### src/rtl/tc_pkg.sv
package tc_pkg;
  typedef enum logic [1:0] {
    REG_CNT  = 2'd0,
    REG_OPT  = 2'd1,
    REG_ICTL = 2'd2,
    REG_NONE = 2'd3
  } reg_sel_e;

  localparam int OPT_CS   = 5;
  localparam int OPT_SE   = 4;
  localparam int OPT_PSA  = 3;
  localparam int ICTL_FLG = 2;
  localparam int ICTL_EN  = 5;
endpackage

### src/rtl/tc_edge_sync.sv
module tc_edge_sync #(
  parameter int STAGES = 2
) (
  input  logic clk,
  input  logic rst,
  input  logic pin_i,
  input  logic fall_i,
  output logic edge_o
);
  // chain[STAGES-1] is the newest synchronised sample, chain[STAGES] the previous one
  logic [STAGES:0] chain;

  always_ff @(posedge clk) begin
    if (rst) chain <= '0;
    else     chain <= {chain[STAGES-1:0], pin_i};
  end

  always_comb begin
    if (fall_i) edge_o = chain[STAGES] & ~chain[STAGES-1];
    else        edge_o = ~chain[STAGES] & chain[STAGES-1];
  end
endmodule

### src/rtl/tc_prescaler.sv
module tc_prescaler #(
  parameter int PS_W  = 8,
  parameter int SEL_W = 3
) (
  input  logic             clk,
  input  logic             rst,
  input  logic             clr_i,
  input  logic             adv_i,
  input  logic [SEL_W-1:0] sel_i,
  output logic             full_o
);
  logic [PS_W-1:0] cnt_q;
  logic [PS_W-1:0] mask;

  // ratio 2^(sel+1): the low sel+1 bits must all be ones
  for (genvar g = 0; g < PS_W; g++) begin : g_mask
    assign mask[g] = (int'(sel_i) >= g);
  end

  assign full_o = adv_i && ((cnt_q & mask) == mask);

  always_ff @(posedge clk) begin
    if (rst)        cnt_q <= '0;
    else if (clr_i) cnt_q <= '0;
    else if (adv_i) cnt_q <= cnt_q + 1'b1;
  end
endmodule

### src/rtl/tc_count.sv
module tc_count #(
  parameter int DW      = 8,
  parameter int INHIBIT = 2
) (
  input  logic          clk,
  input  logic          rst,
  input  logic          tick_i,
  input  logic          ld_i,
  input  logic [DW-1:0] ld_val_i,
  output logic [DW-1:0] cnt_o,
  output logic          wrap_o
);
  localparam int IW = $clog2(INHIBIT + 1);

  logic [IW-1:0] inh_q;
  logic [DW-1:0] cnt_q;

  assign cnt_o  = cnt_q;
  assign wrap_o = tick_i && !ld_i && (inh_q == '0) && (&cnt_q);

  always_ff @(posedge clk) begin
    if (rst) begin
      cnt_q <= '0;
      inh_q <= '0;
    end else if (ld_i) begin
      cnt_q <= ld_val_i;
      inh_q <= IW'(INHIBIT);
    end else if (tick_i) begin
      if (inh_q != '0) inh_q <= inh_q - 1'b1;
      else             cnt_q <= cnt_q + 1'b1;
    end
  end
endmodule

### src/rtl/tick_counter.sv
module tick_counter #(
  parameter int DW          = 8,
  parameter int PS_W        = 8,
  parameter int SEL_W       = 3,
  parameter int SYNC_STAGES = 2,
  parameter int INHIBIT     = 2,
  parameter logic [7:0] OPT_RST = 8'hFF
) (
  input  logic          clk,
  input  logic          rst,
  input  logic          cyc_en_i,
  input  logic          ext_clk_i,
  input  logic          sleep_i,
  input  logic          wdt_src_i,
  input  logic [1:0]    bus_addr_i,
  input  logic          bus_wr_i,
  input  logic [DW-1:0] bus_wdata_i,
  output logic [DW-1:0] bus_rdata_o,
  output logic          irq_o,
  output logic          psc_tap_o
);
  import tc_pkg::*;

  logic [DW-1:0] opt_q;
  logic          flag_q, en_q, flag_d, en_d;
  logic [DW-1:0] count_q;
  logic          wr_cnt, wr_opt, wr_ictl;
  logic          pin_edge, src_ev, psa;
  logic          ps_adv, ps_clr, ps_full, tick, wrap;
  logic          irq_q, tap_q;
  logic [DW-1:0] rd_mux, rdata_q;

  assign wr_cnt  = bus_wr_i && (reg_sel_e'(bus_addr_i) == REG_CNT);
  assign wr_opt  = bus_wr_i && (reg_sel_e'(bus_addr_i) == REG_OPT);
  assign wr_ictl = bus_wr_i && (reg_sel_e'(bus_addr_i) == REG_ICTL);

  tc_edge_sync #(.STAGES(SYNC_STAGES)) u_sync (
    .clk   (clk),
    .rst   (rst),
    .pin_i (ext_clk_i),
    .fall_i(opt_q[OPT_SE]),
    .edge_o(pin_edge)
  );

  assign psa    = opt_q[OPT_PSA];
  assign src_ev = (opt_q[OPT_CS] ? pin_edge : cyc_en_i) & ~sleep_i;
  assign ps_adv = psa ? wdt_src_i : src_ev;
  assign ps_clr = wr_cnt & ~psa;

  tc_prescaler #(.PS_W(PS_W), .SEL_W(SEL_W)) u_psc (
    .clk   (clk),
    .rst   (rst),
    .clr_i (ps_clr),
    .adv_i (ps_adv),
    .sel_i (opt_q[SEL_W-1:0]),
    .full_o(ps_full)
  );

  assign tick = psa ? src_ev : ps_full;

  tc_count #(.DW(DW), .INHIBIT(INHIBIT)) u_cnt (
    .clk     (clk),
    .rst     (rst),
    .tick_i  (tick),
    .ld_i    (wr_cnt),
    .ld_val_i(bus_wdata_i),
    .cnt_o   (count_q),
    .wrap_o  (wrap)
  );

  always_comb begin
    flag_d = flag_q;
    en_d   = en_q;
    if (wr_ictl) begin
      flag_d = bus_wdata_i[ICTL_FLG];
      en_d   = bus_wdata_i[ICTL_EN];
    end
    if (wrap) flag_d = 1'b1;
  end

  always_comb begin
    rd_mux = '0;
    case (reg_sel_e'(bus_addr_i))
      REG_CNT:  rd_mux = count_q;
      REG_OPT:  rd_mux = opt_q;
      REG_ICTL: begin
        rd_mux[ICTL_FLG] = flag_q;
        rd_mux[ICTL_EN]  = en_q;
      end
      default:  rd_mux = '0;
    endcase
  end

  always_ff @(posedge clk) begin
    if (rst) begin
      opt_q   <= DW'(OPT_RST);
      flag_q  <= 1'b0;
      en_q    <= 1'b0;
      irq_q   <= 1'b0;
      tap_q   <= 1'b0;
      rdata_q <= '0;
    end else begin
      if (wr_opt) opt_q <= bus_wdata_i;
      flag_q  <= flag_d;
      en_q    <= en_d;
      irq_q   <= flag_d & en_d;
      tap_q   <= psa & ps_full;
      rdata_q <= rd_mux;
    end
  end

  assign bus_rdata_o = rdata_q;
  assign irq_o       = irq_q;
  assign psc_tap_o   = tap_q;
endmodule

### config.mk
export PLATFORM = sky130hd
export DESIGN_NAME = tick_counter
export DESIGN_NICKNAME = d
export VERILOG_FILES = /design/src/rtl/tc_pkg.sv /design/src/rtl/tc_edge_sync.sv /design/src/rtl/tc_prescaler.sv /design/src/rtl/tc_count.sv /design/src/rtl/tick_counter.sv
export SDC_FILE = /design/constraint.sdc
export NUM_CORES = 1
export LEC_CHECK = 0
export CAP_MARGIN = 20
export CORE_AREA = 2 2 83 85
export DETAILED_ROUTE_END_ITERATION = 10
export DIE_AREA = 0 0 85 87
export PLACE_DENSITY_LB_ADDON = 0.25
export SETUP_SLACK_MARGIN = 0.5
export SKIP_CTS_REPAIR_TIMING = 1
export SLEW_MARGIN = 40
export SYNTH_ARGS = -nofsm -noshare
export SYNTH_HDL_FRONTEND = slang
export SYNTH_HIERARCHICAL = 1
export SYNTH_SLANG_ARGS = --single-unit
### constraint.sdc
create_clock -name clk -period 6.19 [get_ports clk]
set_input_delay 0.619 -clock clk [delete_from_list [all_inputs] [get_ports clk]]
set_output_delay 0.619 -clock clk [all_outputs]
set_load 0.05 [all_outputs]
# After elaboration in Yosys (flattened, before gate mapping)
# Index checks and enable logic that the tools add are counted.
# W data, S select, Z words.
[totals] reg_bits=41 input_bits=17 out_inout_bits=10 word_cells=73
[classes] addsub=3 n_lt_le_gt_ge=7 n_eq_ne=4 n_mux=18 bitwise_logic=11 reduce_logical=19
[op_table] operator="$mux W8" n=3
[op_table] operator="$add A8 B1 Y8 const B" n=2
[op_table] operator="$ge A3 B3 Y1 const B" n=4
[op_table] operator="$pmux W2 S2" n=3
[op_table] operator="$and A8 B8 Y8" n=1
[op_table] operator="$eq A8 B8 Y1" n=1
[op_table] operator="$reduce_and A8 Y1" n=1
[op_table] operator="$logic_and A1 B1 Y1" n=7
[op_table] operator="$mux W1" n=7
[op_table] operator="$and A1 B1 Y1" n=6
[op_table] operator="$ge A3 B2 Y1 const B" n=2
[op_table] operator="$mux W2" n=3
[op_table] operator="$pmux W1 S3" n=2
[op_table] operator="$reduce_and A2 Y1" n=3
[op_table] operator="$reduce_bool A2 Y1" n=3
[op_table] operator="$logic_not A2 Y1" n=2
[op_table] operator="$not A1 Y1" n=4
[op_table] operator="$reduce_or A2 Y1" n=2
[op_table] operator="$ge A3 B1 Y1 const B" n=1
[op_table] operator="$eq A2 B1 Y1 const B" n=1
[op_table] operator="$eq A2 B2 Y1 const B" n=1
[op_table] operator="$ne A2 B1 Y1 const B" n=1
[op_table] operator="$sub A2 B1 Y2 const B" n=1
[op_table] operator="$logic_not A1 Y1" n=1

# Depth between registers and ports, before layout
[logic_depth] word_depth=13 depth_mapped=14 mapped_depth_nobuf=13

# Cells and area by module
# The synthesis kept the hierarchy.
[modules_own_cells] mod="tick_counter" n_inst=1 cells_per_inst=86 area_per_inst_um2=834.6 seq_area_each_um2=400.4
[modules_own_cells] mod="tc_count" n_inst=1 cells_per_inst=60 area_per_inst_um2=546.8 seq_area_each_um2=200.2
[modules_own_cells] mod="tc_prescaler" n_inst=1 cells_per_inst=48 area_per_inst_um2=396.6 seq_area_each_um2=160.2
[modules_own_cells] mod="tc_edge_sync" n_inst=1 cells_per_inst=9 area_per_inst_um2=101.3 seq_area_each_um2=60.1

# Least setup slack after synthesis
# OpenSTA, ideal clock, no wires.
[synth_timing] kind="input port to flip-flop" from="in cyc_en_i" to="reg u_cnt.cnt_q[7], in the netlist u_cnt/cnt_o[7]" setup_ns=0.079 arrival_ns=2.597 required_ns=6.111 setup_slack_ns=3.514 path_stages=12 cell_sequence="mux2i_1 > o31ai_1 > buf_4 > nand2_1 > a31oi_1 > nand3_1 > a21oi_1 > mux2_2 > or3b_4 > nor4_4 > xnor2_1 > a211oi_2"
[synth_via] elab_chain_len=7
[synth_rtl] element="from (decl)" line="tick_counter.sv:11" rtl="input logic cyc_en_i,"
[synth_rtl] element="$mux W1" line="tick_counter.sv:46" rtl="assign src_ev = (opt_q[OPT_CS] ? pin_edge : cyc_en_i) & ~sleep_i;"
[synth_rtl] element="$and A1 B1 Y1" line="tick_counter.sv:46"
[synth_rtl] element="$mux W1" line="tick_counter.sv:47" rtl="assign ps_adv = psa ? wdt_src_i : src_ev;"
[synth_rtl] element="net ps_adv" line="tick_counter.sv:29" rtl="logic ps_adv, ps_clr, ps_full, tick, wrap;"
[synth_rtl] element="$logic_and A1 B1 Y1" line="tc_prescaler.sv:20" rtl="assign full_o = adv_i && ((cnt_q & mask) == mask);"
[synth_rtl] element="net ps_full" line="tick_counter.sv:29"
[synth_rtl] element="$mux W1" line="tick_counter.sv:59" rtl="assign tick = psa ? src_ev : ps_full;"
[synth_rtl] element="net tick" line="tick_counter.sv:29"
[synth_rtl] element="$reduce_bool A2 Y1 (no source line)"
[synth_rtl] element="$reduce_and A2 Y1 (no source line)"
[synth_rtl] element="to (signal assigned)" line="tc_count.sv:26" rtl="cnt_q <= ld_val_i;"
[synth_rtl] element="to (signal assigned)" line="tc_count.sv:30" rtl="else cnt_q <= cnt_q + 1'b1;"
[synth_rtl] element="to (decl)" line="tc_count.sv:16" rtl="logic [DW-1:0] cnt_q;"
# The timed path passes the listed nets, and every way through them passes these cells.
# A chain may end at the register's enable or synchronous reset.

# Worst setup path in the final report
[layout_timing] from="in cyc_en_i" to="reg irq_q, in the netlist irq_o"
[layout_via] elab_chain_len=10
[layout_rtl] element="$mux W1" line="tick_counter.sv:46"
[layout_rtl] element="$and A1 B1 Y1" line="tick_counter.sv:46"
[layout_rtl] element="$mux W1" line="tick_counter.sv:47"
[layout_rtl] element="net ps_adv" line="tick_counter.sv:29"
[layout_rtl] element="$logic_and A1 B1 Y1" line="tc_prescaler.sv:20"
[layout_rtl] element="net ps_full" line="tick_counter.sv:29"
[layout_rtl] element="$mux W1" line="tick_counter.sv:59"
[layout_rtl] element="net tick" line="tick_counter.sv:29"
[layout_rtl] element="$logic_and A1 B1 Y1 (3 in a row)" line="tc_count.sv:19" rtl="assign wrap_o = tick_i && !ld_i && (inh_q == '0) && (&cnt_q);"
[layout_rtl] element="net wrap" line="tick_counter.sv:29"
[layout_rtl] element="$mux W1" line="tick_counter.sv:78" rtl="if (wrap) flag_d = 1'b1;"
[layout_rtl] element="$and A1 B1 Y1" line="tick_counter.sv:106" rtl="irq_q <= flag_d & en_d;"
[layout_rtl] element="to (signal assigned)" line="tick_counter.sv:106"
[layout_rtl] element="to (decl)" line="tick_counter.sv:30" rtl="logic irq_q, tap_q;"
# The timed path passes the listed nets, and every way through them passes these cells.

==> metrics.yaml <==
cts:
  numCtsBuffers: 5
  root_buffer: "clkbuf_8"
  cts_sinks: 41
  clockBufferDepth: 2
  clk_latency_ns: 0.29
  cts_tree: "built"
  clk_pin_slew_ns: 0.08
  htreeDepth: 2
floorplan:
  rows: 30
  initial_utilization_pct: 28.6
  core_um2: 6570
  die_w_um: 85
  die_h_um: 87
  die_area_um2: 7400
  io_pins: 27
drt:
  drt_iter0_drc: 60
  drc: 0
  firstDrtPassIters: 4
  wl_per_cell_um: 12.9
  wl_mm: 4.00
  antenna_left: 0
  viasPerCell: 4.67
  vias: 1449
logic_synthesis:
  synthCells: 203
  synth_edf_count: 0
  postSynthAreaPerCell_um2: 9.26
  ys_ff_latch: 41
  synth_ff_type: "dfxtp_1"
  syn_area_um2: 1880
  syn-num-nets: 222
  synth_cell_types: 42
  synth_warnings: 6
  seq_area_frac_synth_pct: 43.7
  ys_async_sr_fraction_pct: 0
timing:
  final-hold-violation-count: 0
  setup-tns-final_ns: 0
  skew_ns: 0.00423
  setup_viol: 0
  period_share_pct: 52.3
  slew_headroom_pct: 49.3
  worst_slew_pin_slew_ns: 0.759
  drv_slew: 0
  rsz0062_at_grt: "false"
  period_needed_ns: 3.24
  max_freq_mhz: 309
  setup_slack_ns: 2.95
worst_setup_path:
  start_kind: "input port"
  setup.worst_path.class: "input port to flip-flop"
  arrival_ns: 3.46
  cp_max_fo: 7
  end_kind: "flip-flop"
  cp.required_ns: 6.41
cells_and_area:
  drive_gt1_share_pct: 9.57
  finalNetCount: 248
  n_fill_cell: 685
  diodes: 0
  area_delta_synth_final_pct: 22.8
outcome:
  status: "finished clean"
run:
  cap_viol_max_count: 0
placement:
  gp_congestion: 0.829
  detailed_place_hpwl_mm: 2.83
  dp_worst_setup_slack_ns: 2.65
  io_buffers: 26
global_routing:
  grt_max_degree: 30
  grt_pass1_wl_mm: 7.00
  antenna_found_initial: 0
  grt_usage_pct: 12.1
  grt_pass1_vias: 1418
  overflow: 0
min_path:
  worstHoldPathType: "flip-flop to flip-flop"
pwr:
  power_density_nw_per_um2: 250
  p_leak_nw: 0.913
  ir_drop_v: 0.000106
==> sequential cells by signal, summed over array words and instances (netlist names) <==
register	count
bus_rdata_o	8
opt_q	8
u_cnt/cnt_o	8
u_psc/cnt_q	8
u_sync/chain	3
u_cnt/inh_q	2
en_q	1
flag_q	1
irq_o	1
psc_tap_o	1
==> path summary, 6_finish.rpt <==
| check | to | depth (start not counted) | start | slack [ns] |
|---|---|---|---|---|
| max reg2reg | irq_o | 13 | opt_q[4] | 3.11 |
| min reg2reg | u_sync/chain[1] | 1 | u_sync/chain[0] | 0.44 |
| min | u_sync/chain[1] | 1 | u_sync/chain[0] | 0.44 |
| max | irq_o | 12 | cyc_en_i | 2.95 |
==> cell type report <==
cell class	instances	area, µm²	share of cell area [%]
multi-input combinational	151	992	43.0
sequential	41	821	35.6
timing repair buffer	27	268	11.6
tap	80	100	4.34
clock buffer	7	86.3	3.74
clock inverter	1	30.0	1.30
inverter	3	11.3	0.488
==> routing by layer <==
| metal | routed length [µm] | track usage, % |
|---|---|---|
| met1 | 2070 | 17.6 |
| met2 | 1690 | 17.0 |
| met3 | 189 | 3.32 |
| met4 | 55 | 4.76 |
| met5 | 0 | 0 |
==> cell usage after synthesis (2+ instances only) <==
cell,n,area (µm²)
nand3b_2,2,22.5
and3_1,2,12.5
dfxtp_1,41,821
nand2_1,32,120
nand4_1,3,18.8
nor3b_2,2,25.0
nor2_1,25,93.8
nand3_1,5,25.0
ha_1,2,25.0
inv_1,3,11.3
nor3_1,2,10.0
a211oi_1,6,45.0
nor2b_1,5,31.3
a211oi_2,2,25.0
nand3b_1,9,67.6
a2bb2oi_1,2,17.5
mux2i_1,11,110
xnor2_1,5,43.8
xor2_1,8,70.1
o21ai_0,5,25.0
buf_6,3,33.8
clkbuf_1,3,11.3
buf_4,2,15.0
a21oi_1,5,25.0
==> stage by stage <==
stage | power, W | utilization, % | cells | area (µm²) | hold WS (ns)
after floorplan | 0.000334 | - | 203 | 1880 | 0.414
after global placement | 0.000359 | 33.3 | 302 | 2190 | 0.418
after detailed placement | 0.000360 | 33.4 | 302 | 2190 | 0.425
after CTS | 0.000585 | 35.1 | 310 | 2310 | 0.444
after global routing | 0.000603 | 35.1 | 310 | 2310 | 0.468
final | 0.000577 | 35.1 | 310 | 2310 | 0.438
==> critical path, cell delays in order <==
cell and delay, ns:
clkdlybuf4s50_1 0.45, mux2i_1 0.09, o31ai_2 0.51, nand2_1 0.10, a31oi_1 0.16, nand3_1 0.09, a21oi_1 0.15, mux2_2 0.22
or3b_4 0.41, nor4_1 0.41, a211oi_2 0.09, nor3_2 0.16
==> cells in the final DEF (no fill, tap or decap), drive strengths merged, types with 2 or more instances in the layout <==
cell type and instances:
o21ai 5, nor3 3, or2 2, a211oi 8
nor3b 2, nor4 2, and3 2, mux2 2
a21oi 5, clkdlybuf4s50 26, xor2 8, nor2b 5
xnor2 5, mux2i 11, nand2 32, nand3 5
nand4 4, nand3b 11, nor2 25, dfxtp 41
clkbuf 7, a2bb2oi 2, inv 3, ha 2
==> logic make-up after synthesis <==
group | share of synthesized area (%)
flip-flops | 43.7
multiplexers | 7.06
adder cells (fa/ha/maj) | 1.33
XOR/XNOR | 6.06
buffers and inverters | 3.79
AO/OA/AOI/OAI | 9.12
AND/OR/NAND/NOR | 29.0
==> report_power, final <==
part           total (W)  leakage, nW  internal, W  switching (W)
registers       0.000285        0.335     0.000275      0.0000106
logic          0.0000674        0.520    0.0000316      0.0000358
clock network   0.000224       0.0585     0.000132      0.0000924
total           0.000577        0.913     0.000438       0.000139
(Power assumes the default switching activity.)
